File: src/rtl/evt_route_pkg.sv
package evt_route_pkg;
    localparam int NUM_GRP   = 4;
    localparam int GRP_W     = 32;
    localparam int NUM_EVT   = NUM_GRP * GRP_W;
    localparam int NUM_LVL   = 12;
    localparam int EVT_W     = $clog2(NUM_EVT);
    localparam int ADDR_W    = 5;
    localparam int MASK_BASE = NUM_GRP;
    localparam int SEL_BASE  = 2 * NUM_GRP;
endpackage

File: src/rtl/evt_flag_bank.sv
module evt_flag_bank #(
    parameter int NUM_GRP = 4,
    parameter int GRP_W   = 32,
    localparam int N      = NUM_GRP * GRP_W
) (
    input  logic         clk,
    input  logic         rst,
    input  logic [N-1:0] evt_i,
    input  logic [N-1:0] clr_i,
    output logic [N-1:0] flag_o
);
    // group 0 bits 0..3 name combined outputs, never real sources
    localparam logic [N-1:0] LIVE = {{(N-NUM_GRP){1'b1}}, {NUM_GRP{1'b0}}};

    typedef struct packed {
        logic [N-1:0] prev;
        logic [N-1:0] flag;
    } st_t;

    st_t q, d;
    logic [N-1:0] rise;

    always_comb begin
        d      = q;
        rise   = evt_i & ~q.prev & LIVE;
        d.prev = evt_i;
        d.flag = ((q.flag & ~clr_i) | rise) & LIVE;
    end

    always_ff @(posedge clk) begin
        if (rst) q <= '0;
        else     q <= d;
    end

    assign flag_o = q.flag;


    flag_only_on_edge_chk: assert property (@(posedge clk) disable iff (rst)
        1'b1 |=> ((flag_o & ~$past(flag_o) & ~$past(evt_i & ~q.prev)) == '0));

    clear_takes_effect_chk: assert property (@(posedge clk) disable iff (rst)
        1'b1 |=> ((flag_o & $past(clr_i & ~(evt_i & ~q.prev))) == '0));

    tied_bits_low_chk: assert property (@(posedge clk) disable iff (rst)
        flag_o[NUM_GRP-1:0] == '0);
endmodule

File: src/rtl/evt_combiner.sv
module evt_combiner #(
    parameter int NUM_GRP   = 4,
    parameter int GRP_W     = 32,
    parameter int ADDR_W    = 5,
    parameter int MASK_BASE = 4,
    localparam int N        = NUM_GRP * GRP_W
) (
    input  logic              clk,
    input  logic              rst,
    input  logic              we_i,
    input  logic [ADDR_W-1:0] addr_i,
    input  logic [GRP_W-1:0]  wdata_i,
    input  logic [N-1:0]      flag_i,
    output logic [N-1:0]      mask_o,
    output logic [NUM_GRP-1:0] comb_o
);
    typedef struct packed {
        logic [NUM_GRP-1:0][GRP_W-1:0] mask;
    } st_t;

    st_t q, d;

    always_comb begin
        d = q;
        for (int g = 0; g < NUM_GRP; g++) begin
            if (we_i && int'(addr_i) == MASK_BASE + g) d.mask[g] = wdata_i;
        end
    end

    always_ff @(posedge clk) begin
        if (rst) q <= '0;
        else     q <= d;
    end

    assign mask_o = q.mask;

    for (genvar g = 0; g < NUM_GRP; g++) begin : g_grp
        assign comb_o[g] = |(flag_i[g*GRP_W +: GRP_W] & ~q.mask[g]);


        mask_write_chk: assert property (@(posedge clk) disable iff (rst)
            (we_i && int'(addr_i) == MASK_BASE + g) |=> (mask_o[g*GRP_W +: GRP_W] == $past(wdata_i)));

        masked_quiet_chk: assert property (@(posedge clk) disable iff (rst)
            ((flag_i[g*GRP_W +: GRP_W] & ~mask_o[g*GRP_W +: GRP_W]) == '0) |-> !comb_o[g]);
    end
endmodule

File: src/rtl/evt_level_sel.sv
module evt_level_sel #(
    parameter int NUM_LVL  = 12,
    parameter int NUM_GRP  = 4,
    parameter int EVT_W    = 7,
    parameter int ADDR_W   = 5,
    parameter int SEL_BASE = 8,
    localparam int N       = 1 << EVT_W,
    localparam int SEL_W   = EVT_W + 1,
    localparam int GSEL_W  = $clog2(NUM_GRP)
) (
    input  logic                     clk,
    input  logic                     rst,
    input  logic                     we_i,
    input  logic [ADDR_W-1:0]        addr_i,
    input  logic [SEL_W-1:0]         wdata_i,
    input  logic [NUM_GRP-1:0]       comb_i,
    input  logic [N-1:0]             flag_i,
    output logic [NUM_LVL*SEL_W-1:0] sel_o,
    output logic [NUM_LVL-1:0]       lvl_o
);
    typedef logic [NUM_LVL-1:0][SEL_W-1:0] sel_arr_t;

    typedef struct packed {
        sel_arr_t sel;
    } st_t;

    function automatic sel_arr_t reset_sel();
        sel_arr_t r = '0;
        for (int i = NUM_LVL - NUM_GRP; i < NUM_LVL; i++) begin
            r[i] = {1'b1, EVT_W'(i - (NUM_LVL - NUM_GRP))};
        end
        return r;
    endfunction

    st_t q, d;

    always_comb begin
        d = q;
        for (int i = 0; i < NUM_LVL; i++) begin
            if (we_i && int'(addr_i) == SEL_BASE + i) d.sel[i] = wdata_i;
        end
    end

    always_ff @(posedge clk) begin
        if (rst) q.sel <= reset_sel();
        else     q <= d;
    end

    assign sel_o = q.sel;

    for (genvar i = 0; i < NUM_LVL; i++) begin : g_lvl
        logic             en;
        logic [EVT_W-1:0] num;
        assign en  = q.sel[i][EVT_W];
        assign num = q.sel[i][EVT_W-1:0];

        always_comb begin
            if (!en)                  lvl_o[i] = 1'b0;
            else if (num < NUM_GRP)   lvl_o[i] = comb_i[num[GSEL_W-1:0]];
            else                      lvl_o[i] = flag_i[num];
        end


        disabled_low_chk: assert property (@(posedge clk) disable iff (rst)
            !sel_o[i*SEL_W + EVT_W] |-> !lvl_o[i]);

        sel_write_chk: assert property (@(posedge clk) disable iff (rst)
            (we_i && int'(addr_i) == SEL_BASE + i) |=> (sel_o[i*SEL_W +: SEL_W] == $past(wdata_i)));
    end
endmodule

File: src/rtl/evt_route_top.sv
module evt_route_top
    import evt_route_pkg::*;
#(
    parameter int P_NUM_GRP = NUM_GRP,
    parameter int P_GRP_W   = GRP_W,
    parameter int P_NUM_LVL = NUM_LVL,
    localparam int N        = P_NUM_GRP * P_GRP_W,
    localparam int P_EVT_W  = $clog2(N),
    localparam int SEL_W    = P_EVT_W + 1
) (
    input  logic                 clk,
    input  logic                 rst,
    input  logic [N-1:0]         evt_in,
    input  logic                 bus_we,
    input  logic [ADDR_W-1:0]    bus_addr,
    input  logic [P_GRP_W-1:0]   bus_wdata,
    output logic [P_GRP_W-1:0]   bus_rdata,
    output logic [P_NUM_LVL-1:0] lvl_out
);
    logic [N-1:0]                 clr;
    logic [N-1:0]                 flag;
    logic [N-1:0]                 mask;
    logic [P_NUM_GRP-1:0]         comb;
    logic [P_NUM_LVL*SEL_W-1:0]   sel;

    always_comb begin
        clr = '0;
        for (int g = 0; g < P_NUM_GRP; g++) begin
            if (bus_we && int'(bus_addr) == g) clr[g*P_GRP_W +: P_GRP_W] = bus_wdata;
        end
    end

    evt_flag_bank #(.NUM_GRP(P_NUM_GRP), .GRP_W(P_GRP_W)) u_flags (
        .clk(clk), .rst(rst), .evt_i(evt_in), .clr_i(clr), .flag_o(flag)
    );

    evt_combiner #(.NUM_GRP(P_NUM_GRP), .GRP_W(P_GRP_W), .ADDR_W(ADDR_W),
                   .MASK_BASE(P_NUM_GRP)) u_comb (
        .clk(clk), .rst(rst), .we_i(bus_we), .addr_i(bus_addr), .wdata_i(bus_wdata),
        .flag_i(flag), .mask_o(mask), .comb_o(comb)
    );

    evt_level_sel #(.NUM_LVL(P_NUM_LVL), .NUM_GRP(P_NUM_GRP), .EVT_W(P_EVT_W),
                    .ADDR_W(ADDR_W), .SEL_BASE(2 * P_NUM_GRP)) u_sel (
        .clk(clk), .rst(rst), .we_i(bus_we), .addr_i(bus_addr),
        .wdata_i(bus_wdata[SEL_W-1:0]), .comb_i(comb), .flag_i(flag),
        .sel_o(sel), .lvl_o(lvl_out)
    );

    always_comb begin
        bus_rdata = '0;
        for (int g = 0; g < P_NUM_GRP; g++) begin
            if (int'(bus_addr) == g)             bus_rdata = flag[g*P_GRP_W +: P_GRP_W];
            if (int'(bus_addr) == P_NUM_GRP + g) bus_rdata = mask[g*P_GRP_W +: P_GRP_W];
        end
        for (int i = 0; i < P_NUM_LVL; i++) begin
            if (int'(bus_addr) == 2 * P_NUM_GRP + i)
                bus_rdata = P_GRP_W'(sel[i*SEL_W +: SEL_W]);
        end
    end


    direct_follows_flag_chk: assert property (@(posedge clk) disable iff (rst)
        (sel[P_EVT_W] && sel[P_EVT_W-1:0] >= P_EVT_W'(P_NUM_GRP)) |-> (lvl_out[0] == flag[sel[P_EVT_W-1:0]]));
endmodule

File: config.mk
export PLATFORM = sky130hd
export DESIGN_NAME = evt_route_top
export DESIGN_NICKNAME = d
export VERILOG_FILES = /design/src/rtl/evt_route_pkg.sv /design/src/rtl/evt_flag_bank.sv /design/src/rtl/evt_combiner.sv /design/src/rtl/evt_level_sel.sv /design/src/rtl/evt_route_top.sv
export SDC_FILE = /design/constraint.sdc
export NUM_CORES = 2
export LEC_CHECK = 0
export BUFFER_PORTS_ARGS = -buffer_cell sky130_fd_sc_hd__buf_2
export CAP_MARGIN = 30
export CORE_MARGIN = 2
export CORE_UTILIZATION = 40
export CTS_CLUSTER_SIZE = 25
export DETAILED_ROUTE_END_ITERATION = 10
export PLACE_DENSITY_LB_ADDON = 0.25
export SYNTH_ARGS = -nofsm -noshare
export SYNTH_HDL_FRONTEND = slang
export SYNTH_SLANG_ARGS = --single-unit
File: constraint.sdc
create_clock -name clk -period 2.8 [get_ports clk]
set_input_delay 0.56 -clock clk [delete_from_list [all_inputs] [get_ports clk]]
set_output_delay 0.56 -clock clk [all_outputs]
set_load 0.02 [all_outputs]
==> impl_metrics.tcl <==
set metrics [dict create \
    run_status "finished with violations" \
    violations "setup timing" \
    crit_required_ns 2.24 \
    dieArea_um2 86080 \
    ys_async_sr_fraction_pct 0 \
    period_needed_ns 3.822 \
    grt_max_degree 86 \
    dp_slack_ns -0.6815 \
    cts.clk_slew.worst_paths_ns 0.06 \
    pwr_density_cell_nw_per_um2 405.8 \
    critPathMaxFanout 8 \
    start_util_pct 40.22 \
    viasPerCell 6.603 \
    finalCritPeriodShare_pct 136.5 \
    maxCapViolCount 0 \
    worstMarginPinSlew_ns 1.121 \
    dp_cells 5372 \
    clkLatencyLatePin_ns 0.67 \
    synth_area_um2 33500 \
    synthXorXnorAreaFrac_pct 0 \
    worst_slack_ns -1.022 \
    p_leak_nw 18.07 \
    mostFrequentLayoutCell "buf_4" \
    die_w_um 293.4 \
    fin_util_pct 57.48 \
    ys_seq_elements 472 \
    antenna_found_initial 9 \
    grt_pass1_wl_mm 267.8 \
    synth_edf_count 0 \
    rsz0062_at_grt "true" \
    antenna_left 0 \
    synth-adder-area-share_pct 0 \
    synth_top_family_by_area "multiplexers" \
    synth_cells 3687 \
    io_buffers 207 \
    setup_viol 44 \
    r2r_cells 6 \
    gp_congestion 1.082 \
    area_delta_synth_final_pct 42.91 \
    post-route-drc-count 0 \
    synth_top_area_share_pct 28.21 \
    post_drt_wl_per_cell_um 35.02 \
    arrival_ns 3.26 \
    clock-root-buffer "clkbuf_16" \
    synth_compound_area_share_pct 13.15 \
    io-pin-count 212 \
    grt_usage_pct 44.17 \
    wl_mm 195.7 \
    hold_path_startpoint "evt_in[61]" \
    drive_gt1_share_pct 45.74 \
    r2r_start "u_sel.sel_o[88]$_SDFFE_PP1P_" \
    final_hold_viol_count 0 \
    startpoint_type "flip-flop" \
    finish.instance_area_um2 47870 \
    post-dp-hpwl_mm 143.1 \
    vdd_drop_max_mv 0.5037 \
    die_y_um 293.4 \
    muxShareOfSynthArea_pct 32.67 \
    drv_slew 0 \
    critPathKind "flip-flop to output pin" \
    endpoint_kind "output pin" \
    timing.slew.headroom_pct 25.29 \
    worst_hold_slack_ns 0.1076 \
    yosys_warnings 0 \
    htreeDepth 2 \
    cts_buffers 54 \
    hp-class "input pin to flip-flop" \
    cts.hold.buffers_added 0 \
    syn_nets 3855 \
    drtIter0Drc 5368 \
    post_synth.cell_area_avg_um2 9.086 \
    postPlaceCellArea_um2 41890 \
    synthTopCellsByArea "dfxtp_1, mux4_2, nand2_1" \
    final_cell_count_no_fill 5590 \
    overflow 0 \
    synth_top_area_cell "dfxtp_1" \
    vias 36910 \
    min_path_cells 2 \
    core-area_um2 83290 \
    clock.fmax_mhz 261.7 \
    final_cell_mix "buf_4, nand2_1, mux4_2" \
    tritoncts "yes" \
    grt_pass1_vias 34590 \
    fin_skew_ns 0.06329 \
    clk_path_buf_depth 3 \
    first_pass_iters 8 \
    cts_sinks 472 \
    ys_types 70 \
    synth-seq-area-share_pct 28.21 \
    worstReg2RegEnd "u_sel.sel_o[88]$_SDFFE_PP1P_" \
    fp-row-count 106 \
    synthFlopType "dfxtp_1" \
    nets 4629 \
    yosys.area_share.simple_pct 18.72 \
    min_to "u_flags.q[189]$_SDFF_PP0_" \
    r2r_setup_slack_ns 1.36 \
]
==> sequential cells by signal, summed over array words and instances, names as in the netlist <==
register / cells
u_sel.sel_o: 96
u_flags.flag_o: 124
u_comb.mask_o: 128
u_flags.q: 124
==> power by group <==
group	switching (mW)	internal, mW	total (mW)
Clock	3.29	4.16	7.45
Sequential	0.208	6.97	7.17
Combinational	2.63	2.17	4.80
Total	6.13	13.3	19.4
==> logic make-up (layout without fill, tap and decap cells) <==
family / count (synthesis) / count (layout)
other: 0 / 8
AND/OR/NAND/NOR: 1338 / 1338
AO/OA/AOI/OAI: 715 / 715
flip-flops: 472 / 472
buffers and inverters: 592 / 1407
multiplexers: 570 / 570
==> layer usage <==
metal / GRT usage, % / share of wire, % / routed length, um
met5: 2.212 / 0.20 / 390
met4: 31.47 / 9.2 / 17960
met3: 17.38 / 15 / 29530
met2: 62.15 / 41 / 79270
met1: 54.79 / 35 / 68580
==> layout make-up <==
| cell class | count | area, um^2 |
|---|---|---|
| fillers | 7297 | 35420 |
| clock buffers | 68 | 1454 |
| diodes | 8 | 20.02 |
| well taps | 1080 | 1351 |
| clock inverters | 29 | 345.3 |
| inverters | 115 | 435.4 |
| multi-input cells | 2623 | 23370 |
| flip-flops and latches | 472 | 9637 |
| repair buffers | 1195 | 11260 |
==> worst max path at each step <==
stage,start,endpoint,cells past startpoint
after floorplan,bus_addr[3],bus_rdata[4],9
after global placement,bus_addr[0],bus_rdata[26],11
after detailed placement,bus_addr[2],bus_rdata[26],11
after CTS,u_sel.sel_o[64]$_SDFFE_PP0P_,lvl_out[8],8
after global routing,u_sel.sel_o[64]$_SDFFE_PP0P_,lvl_out[8],8
final,u_sel.sel_o[64]$_SDFFE_PP0P_,lvl_out[8],8
==> synthesized netlist by cell type (11+ instances only) <==
cell type / count
nand2_1: 546
dfxtp_1: 472
mux4_2: 414
a21oi_1: 370
clkbuf_1: 347
nor2_1: 280
nor2b_1: 280
mux2i_1: 132
inv_1: 114
buf_2: 74
nand3_1: 71
o22ai_1: 60
o21ai_0: 48
nand2b_1: 42
a221oi_1: 39
a22oi_1: 36
nor3_1: 32
o211ai_1: 24
clkbuf_2: 23
mux2_2: 22
a31oi_1: 21
buf_1: 19
o2111ai_1: 18
nand3b_1: 14
a211oi_1: 11
a311oi_1: 11
==> timing repair <==
action | in CTS | in global routing
buffers inserted | 65 | 56
cloned | 12 | 7
endpoints found under the setup margin | 44 | 44
endpoints found under the hold margin | 0 | 0
resized for setup | 534 | 181
pin swaps | 132 | 109
==> worst max-delay path, cell delays in order, from the launching register on <==
cell and delay [ns]:
dfxtp_4 0.37, buf_12 0.18, buf_12 0.16, mux4_2 0.53, mux4_2 0.55, nor3b_4 0.26, a211oi_4 0.09, o311a_1 0.35
buf_6 0.14
==> per-stage QoR <==
stage / TNS (ns) / power (mW)
2_1_floorplan: -0.08173 / 9.280
3_3_place_gp: -20.29 / 11.30
3_5_place_dp: -19.57 / 11.33
4_1_cts: -17.58 / 19.03
5_1_grt: -19.45 / 19.78
6_report: -18.64 / 19.43
(Power assumes the default switching activity.)
